--- config.mk ---
export PLATFORM = sky130hd
export DESIGN_NAME = adc_seq_host
export DESIGN_NICKNAME = d
export VERILOG_FILES = /design/src/rtl/adc_seq_pkg.sv /design/src/rtl/adc_seq_cfg_map.sv /design/src/rtl/adc_seq_sck_gen.sv /design/src/rtl/adc_seq_shifter.sv /design/src/rtl/adc_seq_host.sv
export SDC_FILE = /design/constraint.sdc
export NUM_CORES = 1
export LEC_CHECK = 0
export ABC_AREA = 1
export BUFFER_PORTS_ARGS = -buffer_cell sky130_fd_sc_hd__buf_2
export CORE_MARGIN = 2
export CORE_UTILIZATION = 45
export CTS_CLUSTER_SIZE = 10
export DETAILED_ROUTE_END_ITERATION = 7
export MAX_ROUTING_LAYER = met4
export PLACE_DENSITY = 0.63
export SYNTH_ARGS = -nofsm -noshare
export SYNTH_HDL_FRONTEND = slang
export SYNTH_SLANG_ARGS = --single-unit
--- constraint.sdc ---
create_clock -name clk -period 1.85 [get_ports clk]
set_clock_uncertainty 0.05 [all_clocks]
set_input_delay 0.555 -clock clk [delete_from_list [all_inputs] [get_ports clk]]
set_output_delay 0.555 -clock clk [all_outputs]
set_load 0.01 [all_outputs]
--- src/rtl/adc_seq_pkg.sv ---
package adc_seq_pkg;

    localparam int CFG_W = 6;
    localparam int RES_W = 12;
    localparam int CH_W  = 3;

    typedef enum logic [1:0] {
        ST_IDLE,
        ST_CONV,
        ST_FRAME
    } seq_state_t;

    typedef struct packed {
        logic [CH_W-1:0] chan;
        logic            diff;
        logic            bipolar;
        logic            sleep;
    } seq_req_t;

endpackage

--- src/rtl/adc_seq_cfg_map.sv ---
module adc_seq_cfg_map
    import adc_seq_pkg::*;
(
    input  seq_req_t         req,
    output logic [CFG_W-1:0] word
);
    // Sending order, first bit at the top: single-ended, chan[0], chan[2],
    // chan[1], unipolar, sleep.
    always_comb begin
        word = {~req.diff, req.chan[0], req.chan[2], req.chan[1],
                ~req.bipolar, req.sleep};
    end
endmodule

--- src/rtl/adc_seq_sck_gen.sv ---
module adc_seq_sck_gen #(
    parameter int SCK_HALF = 2,
    parameter int NBITS    = 12,
    parameter int MARK     = 6
) (
    input  logic clk,
    input  logic rst_n,
    input  logic run,
    output logic sck,
    output logic rise,
    output logic fall,
    output logic mark,
    output logic done
);
    localparam int CW = $clog2(SCK_HALF + 1);
    localparam int NW = $clog2(NBITS + 1);

    typedef struct packed {
        logic [CW-1:0] cnt;
        logic          sck;
        logic [NW-1:0] nrise;
    } gen_t;

    gen_t q, d;
    logic edge_now;

    always_comb begin
        edge_now = run && (q.cnt == CW'(SCK_HALF - 1));
        rise     = edge_now && !q.sck;
        fall     = edge_now && q.sck;
        mark     = rise && (q.nrise == NW'(MARK - 1));
        done     = fall && (q.nrise == NW'(NBITS));
        d = q;
        if (!run) begin
            d = '0;
        end else if (edge_now) begin
            d.cnt = '0;
            d.sck = ~q.sck;
            if (rise) d.nrise = q.nrise + 1'b1;
        end else begin
            d.cnt = q.cnt + 1'b1;
        end
    end

    always_ff @(posedge clk or negedge rst_n) begin
        if (!rst_n) q <= '0;
        else        q <= d;
    end

    assign sck = q.sck;
endmodule

--- src/rtl/adc_seq_shifter.sv ---
module adc_seq_shifter #(
    parameter int TX_W = 6,
    parameter int RX_W = 12
) (
    input  logic            clk,
    input  logic            rst_n,
    input  logic            load,
    input  logic [TX_W-1:0] load_word,
    input  logic            tx_step,
    input  logic            rx_step,
    input  logic            sdo,
    output logic            sdi,
    output logic [RX_W-1:0] rx_word
);
    typedef struct packed {
        logic [TX_W-1:0] tx;
        logic [RX_W-1:0] rx;
    } shf_t;

    shf_t q, d;

    always_comb begin
        d = q;
        if (load)         d.tx = load_word;
        else if (tx_step) d.tx = {q.tx[TX_W-2:0], 1'b0};
        if (rx_step)      d.rx = {q.rx[RX_W-2:0], sdo};
    end

    always_ff @(posedge clk or negedge rst_n) begin
        if (!rst_n) q <= '0;
        else        q <= d;
    end

    assign sdi     = q.tx[TX_W-1];
    assign rx_word = q.rx;
endmodule

--- src/rtl/adc_seq_host.sv ---
module adc_seq_host
    import adc_seq_pkg::*;
#(
    parameter int SCK_HALF    = 2,
    parameter int CONV_CYCLES = 200,
    parameter int ACQ_CYCLES  = 30
) (
    input  logic             clk,
    input  logic             rst_n,
    input  logic             req_valid,
    input  logic [CH_W-1:0]  req_chan,
    input  logic             req_diff,
    input  logic             req_bipolar,
    input  logic             req_sleep,
    output logic             req_ready,
    output logic             cnv_start,
    output logic             sck,
    output logic             sdi,
    input  logic             sdo,
    output logic             res_valid,
    output logic [RES_W-1:0] res_data,
    output logic [CH_W-1:0]  res_chan,
    output logic             res_diff,
    output logic             res_bipolar
);
    localparam int TW = $clog2(CONV_CYCLES + 1);
    localparam int AW = $clog2(ACQ_CYCLES + 1);

    typedef struct packed {
        seq_state_t       state;
        logic [TW-1:0]    timer;
        logic [AW-1:0]    acq;
        logic             cnv;
        seq_req_t         pend;
        seq_req_t         tag;
        logic             tag_ok;
        seq_req_t         out_tag;
        logic             res_valid;
        logic [RES_W-1:0] res_data;
    } host_t;

    host_t q, d;

    seq_req_t         req_in;
    logic [CFG_W-1:0] cfg_word;
    logic             run, load, rise, fall, mark, done, accept;
    logic [RES_W-1:0] rx_word;

    assign req_in = '{chan: req_chan, diff: req_diff,
                      bipolar: req_bipolar, sleep: req_sleep};

    adc_seq_cfg_map u_map (
        .req  (q.pend),
        .word (cfg_word)
    );

    adc_seq_sck_gen #(
        .SCK_HALF (SCK_HALF),
        .NBITS    (RES_W),
        .MARK     (CFG_W)
    ) u_sck (
        .clk   (clk),
        .rst_n (rst_n),
        .run   (run),
        .sck   (sck),
        .rise  (rise),
        .fall  (fall),
        .mark  (mark),
        .done  (done)
    );

    adc_seq_shifter #(
        .TX_W (CFG_W),
        .RX_W (RES_W)
    ) u_shf (
        .clk       (clk),
        .rst_n     (rst_n),
        .load      (load),
        .load_word (cfg_word),
        .tx_step   (fall),
        .rx_step   (rise),
        .sdo       (sdo),
        .sdi       (sdi),
        .rx_word   (rx_word)
    );

    always_comb begin
        run       = (q.state == ST_FRAME);
        load      = (q.state == ST_CONV) && (q.timer == '0);
        req_ready = (q.state == ST_IDLE) && (q.acq == '0);
        accept    = req_valid && req_ready;

        d = q;
        d.res_valid = 1'b0;
        if (q.acq != '0) d.acq = q.acq - 1'b1;
        if (mark)        d.acq = AW'(ACQ_CYCLES);

        unique case (q.state)
            ST_IDLE: begin
                if (accept) begin
                    d.state = ST_CONV;
                    d.cnv   = 1'b1;
                    d.timer = TW'(CONV_CYCLES - 1);
                    d.pend  = req_in;
                end
            end
            ST_CONV: begin
                if (q.timer == '0) begin
                    d.state = ST_FRAME;
                    d.cnv   = 1'b0;
                end else begin
                    d.timer = q.timer - 1'b1;
                end
            end
            ST_FRAME: begin
                if (done) begin
                    d.state = ST_IDLE;
                    if (q.tag_ok) begin
                        d.res_valid = 1'b1;
                        d.res_data  = rx_word;
                        d.out_tag   = q.tag;
                    end
                    d.tag    = q.pend;
                    d.tag_ok = !q.pend.sleep;
                end
            end
            default: d.state = ST_IDLE;
        endcase
    end

    always_ff @(posedge clk or negedge rst_n) begin
        if (!rst_n) q <= '0;
        else        q <= d;
    end

    assign cnv_start   = q.cnv;
    assign res_valid   = q.res_valid;
    assign res_data    = q.res_data;
    assign res_chan    = q.out_tag.chan;
    assign res_diff    = q.out_tag.diff;
    assign res_bipolar = q.out_tag.bipolar;
endmodule

==> results.json <==
{
  "hold_slack_ns": 0.0809,
  "timing.rr.start": "q[33]$_DFFE_PN0P_",
  "boundaryPins": 32,
  "root_buffer": "clkbuf_8",
  "final_cell_mix": "nand2_1, dfrtp_1, inv_1, nand3_1, buf_2",
  "synthCells": 373,
  "syn_area_sq_um": 3240,
  "syn_nets": 389,
  "min_path_type": "input pin to async pin",
  "grt_antenna_before_repair": 0,
  "synth_ff_type": "dfrtp_1",
  "dieWidth_microns": 88.8,
  "antenna_left": 0,
  "p_seq_share_pct": 55.9,
  "diodes": 0,
  "combinationalPowerShare_pct": 1.7,
  "cts_tree": "yes",
  "p_sw_w": 0.000613,
  "wl_mm": 6.34,
  "critPathMaxFanout": 2,
  "die_y_microns": 88.8,
  "ys_warn_count": 0,
  "critPathLaunchType": "flip-flop",
  "violations": "setup timing",
  "ys_ff_latch": 71,
  "clockPowerShare_pct": 42.4,
  "grt_setup_unrepaired": "true",
  "rows": 30,
  "crit_type": "flip-flop to output pin",
  "setup_viol": 1,
  "htree_levels": 3,
  "worstSetupStartpoint": "q[33]$_DFFE_PN0P_",
  "post-place-ws_ns": 0.0781,
  "drt_iter0_markers": 126,
  "grt_pass1_wl_mm": 10.2,
  "avgSynthCellArea_sq_um": 8.67,
  "peakVddDrop_mv": 0.401,
  "fin_cells": 518,
  "p_per_area_nw_per_um2": 711,
  "intPower_w": 0.00216,
  "cts.clk_slew.worst_paths_ns": 0.07,
  "fin_crit_sh_pct": 113,
  "vias": 2474,
  "r2r_cells": 13,
  "vias_per_cell": 4.78,
  "fin_crit_ns": 2.09,
  "place_inst": 487,
  "area_growth_pct": 20.6,
  "layout_setup_ws_ns": -0.244,
  "crit_required_ns": 1.24,
  "leakagePower_nw": 2.03,
  "grt_pass1_vias": 2277,
  "crit_arrival_ns": 1.49,
  "status": "finished with violations",
  "first_pass_iters": 4,
  "max_slew_margin_pct": 74.7,
  "hpwl_mm": 3.95,
  "clk_latency_ns": 0.33,
  "async_flop_share_pct": 100,
  "drc": 0,
  "cts-buffers-inserted": 9,
  "synth_edf_count": 0,
  "reg2reg_slack_ns": 0.03,
  "drive_gt1_share_pct": 24.4,
  "core_area_sq_um": 6870,
  "nNetsFinal": 433,
  "rr_endpoint": "q[36]$_DFFE_PN0P_",
  "yosysSeqAreaShare_pct": 54.9,
  "gp_congestion": 0.872,
  "fmax_ghz": 0.478,
  "p_sw_share_pct": 22.1,
  "die_area_sq_um": 7880,
  "clock_sinks": 71,
  "overflow": 0,
  "max_cap_violations": 0,
  "start_util_pct": 47.1,
  "cts_buffer_depth": 2,
  "hold_viol_final": 0,
  "routedWlPerCell_microns": 12.2,
  "slew_violations": 0,
  "grt_start_max_net_pins": 45,
  "critPathCaptureType": "output pin",
  "yosys.cell_types.count": 29,
  "grt_usage_pct": 17.5,
  "mostFrequentLayoutCell": "nand2_1",
  "io_buffers": 31,
  "worst_pin_slew_ns": 0.378
}
state kept, by name, indices dropped and copies added, names as in the netlist:
register / flops
q: 27
res_data: 12
u_shf.rx_word: 12
u_sck.q: 6
u_shf.q: 5
res_chan: 3
cnv_start: 1
res_bipolar: 1
res_diff: 1
res_valid: 1
u_sck.sck: 1
u_shf.sdi: 1
cells in the mapped netlist (2+ instances only):
library cell  instances  area (sq um)
ha_1                  6          75.1
nand3_1              34           170
a21oi_1               9          45.0
buf_6                 2          22.5
dfrtp_1              71          1780
nand4_1               3          18.8
o21ai_0              29           145
buf_4                15           113
o21ai_2               4          35.0
nand2_2               3          18.8
inv_1                39           146
nor2_1               30           113
nand2_1             104           390
buf_2                 5          25.0
inv_2                 3          11.3
nor3_1                3          15.0
stage by stage:
stage               area, sq um  total power, W  TNS, ns  utilization (%)
finish                     3900         0.00277   -0.244             56.8
CTS                        3830         0.00281   -0.556             55.7
floorplan                  3240         0.00158        0                -
global placement           3460         0.00163        0             50.4
detailed placement         3460         0.00163        0             50.4
global route               3900         0.00290   -0.476             56.8
repair_timing:
action	CTS	global route
endpoints found under the hold margin	0	0
gates cloned	0	2
endpoints found under the setup margin	1	25
gates resized for setup	16	11
hold buffers	0	0
pin swaps	2	5
setup buffers	14	3
metal layers:
metal	vias to the layer above	wire length, microns	global-route usage, %	part of all wire (%)
li1	1254	-	-	-
met1	1157	2980	21.5	47
met2	55	3060	27.4	48
met3	8	217	5.41	3.4
met4	0	78	6.34	1.2
met5	-	0	-	0
power groups by stage:
stage,Sequential [W],Combinational (W),Clock (W)
after global placement,0.00158,0.0000489,0
final,0.00155,0.0000467,0.00118
after CTS,0.00155,0.0000502,0.00121
after global routing,0.00155,0.0000557,0.00129
after floorplan,0.00158,0.00000129,0
after detailed placement,0.00158,0.0000496,0
final cells by class:
cell class              instances  area, sq um
clock buffers                  12          165
clock inverters                 4         28.8
repair buffers                 56          430
fillers                       608         2970
flip-flops and latches         71         1780
multi-input cells             237         1220
inverters                      42          158
well taps                      96          120
critical path, stage by stage, from the launching register on:
cell and delay [ns]:
dfrtp_1 0.40, inv_2 0.09, ha_4 0.16, nand2_4 0.06
nor2_4 0.11, inv_2 0.06, nor3_2 0.14, buf_2 0.14
worst max path at each step:
stage | end | slack (ns)
floorplan | req_ready | 0.06
global placement | req_ready | 0.12
detailed placement | req_ready | 0.08
CTS | req_ready | -0.22
global route | req_ready | -0.36
finish | req_ready | -0.24
logic make-up after synthesis:
logic type                 count (synthesis)  share of synthesized area (%)
adders and majority gates                  6                           2.32
DFF                                       71                           54.9
and+or+nand+nor                          185                           24.8
AOI/OAI and AO/OA                         44                           7.42
buffers and inverters                     65                           9.98
xor gates and xnor gates                   2                          0.541
Note: power is estimated with default switching activity, not from simulation.
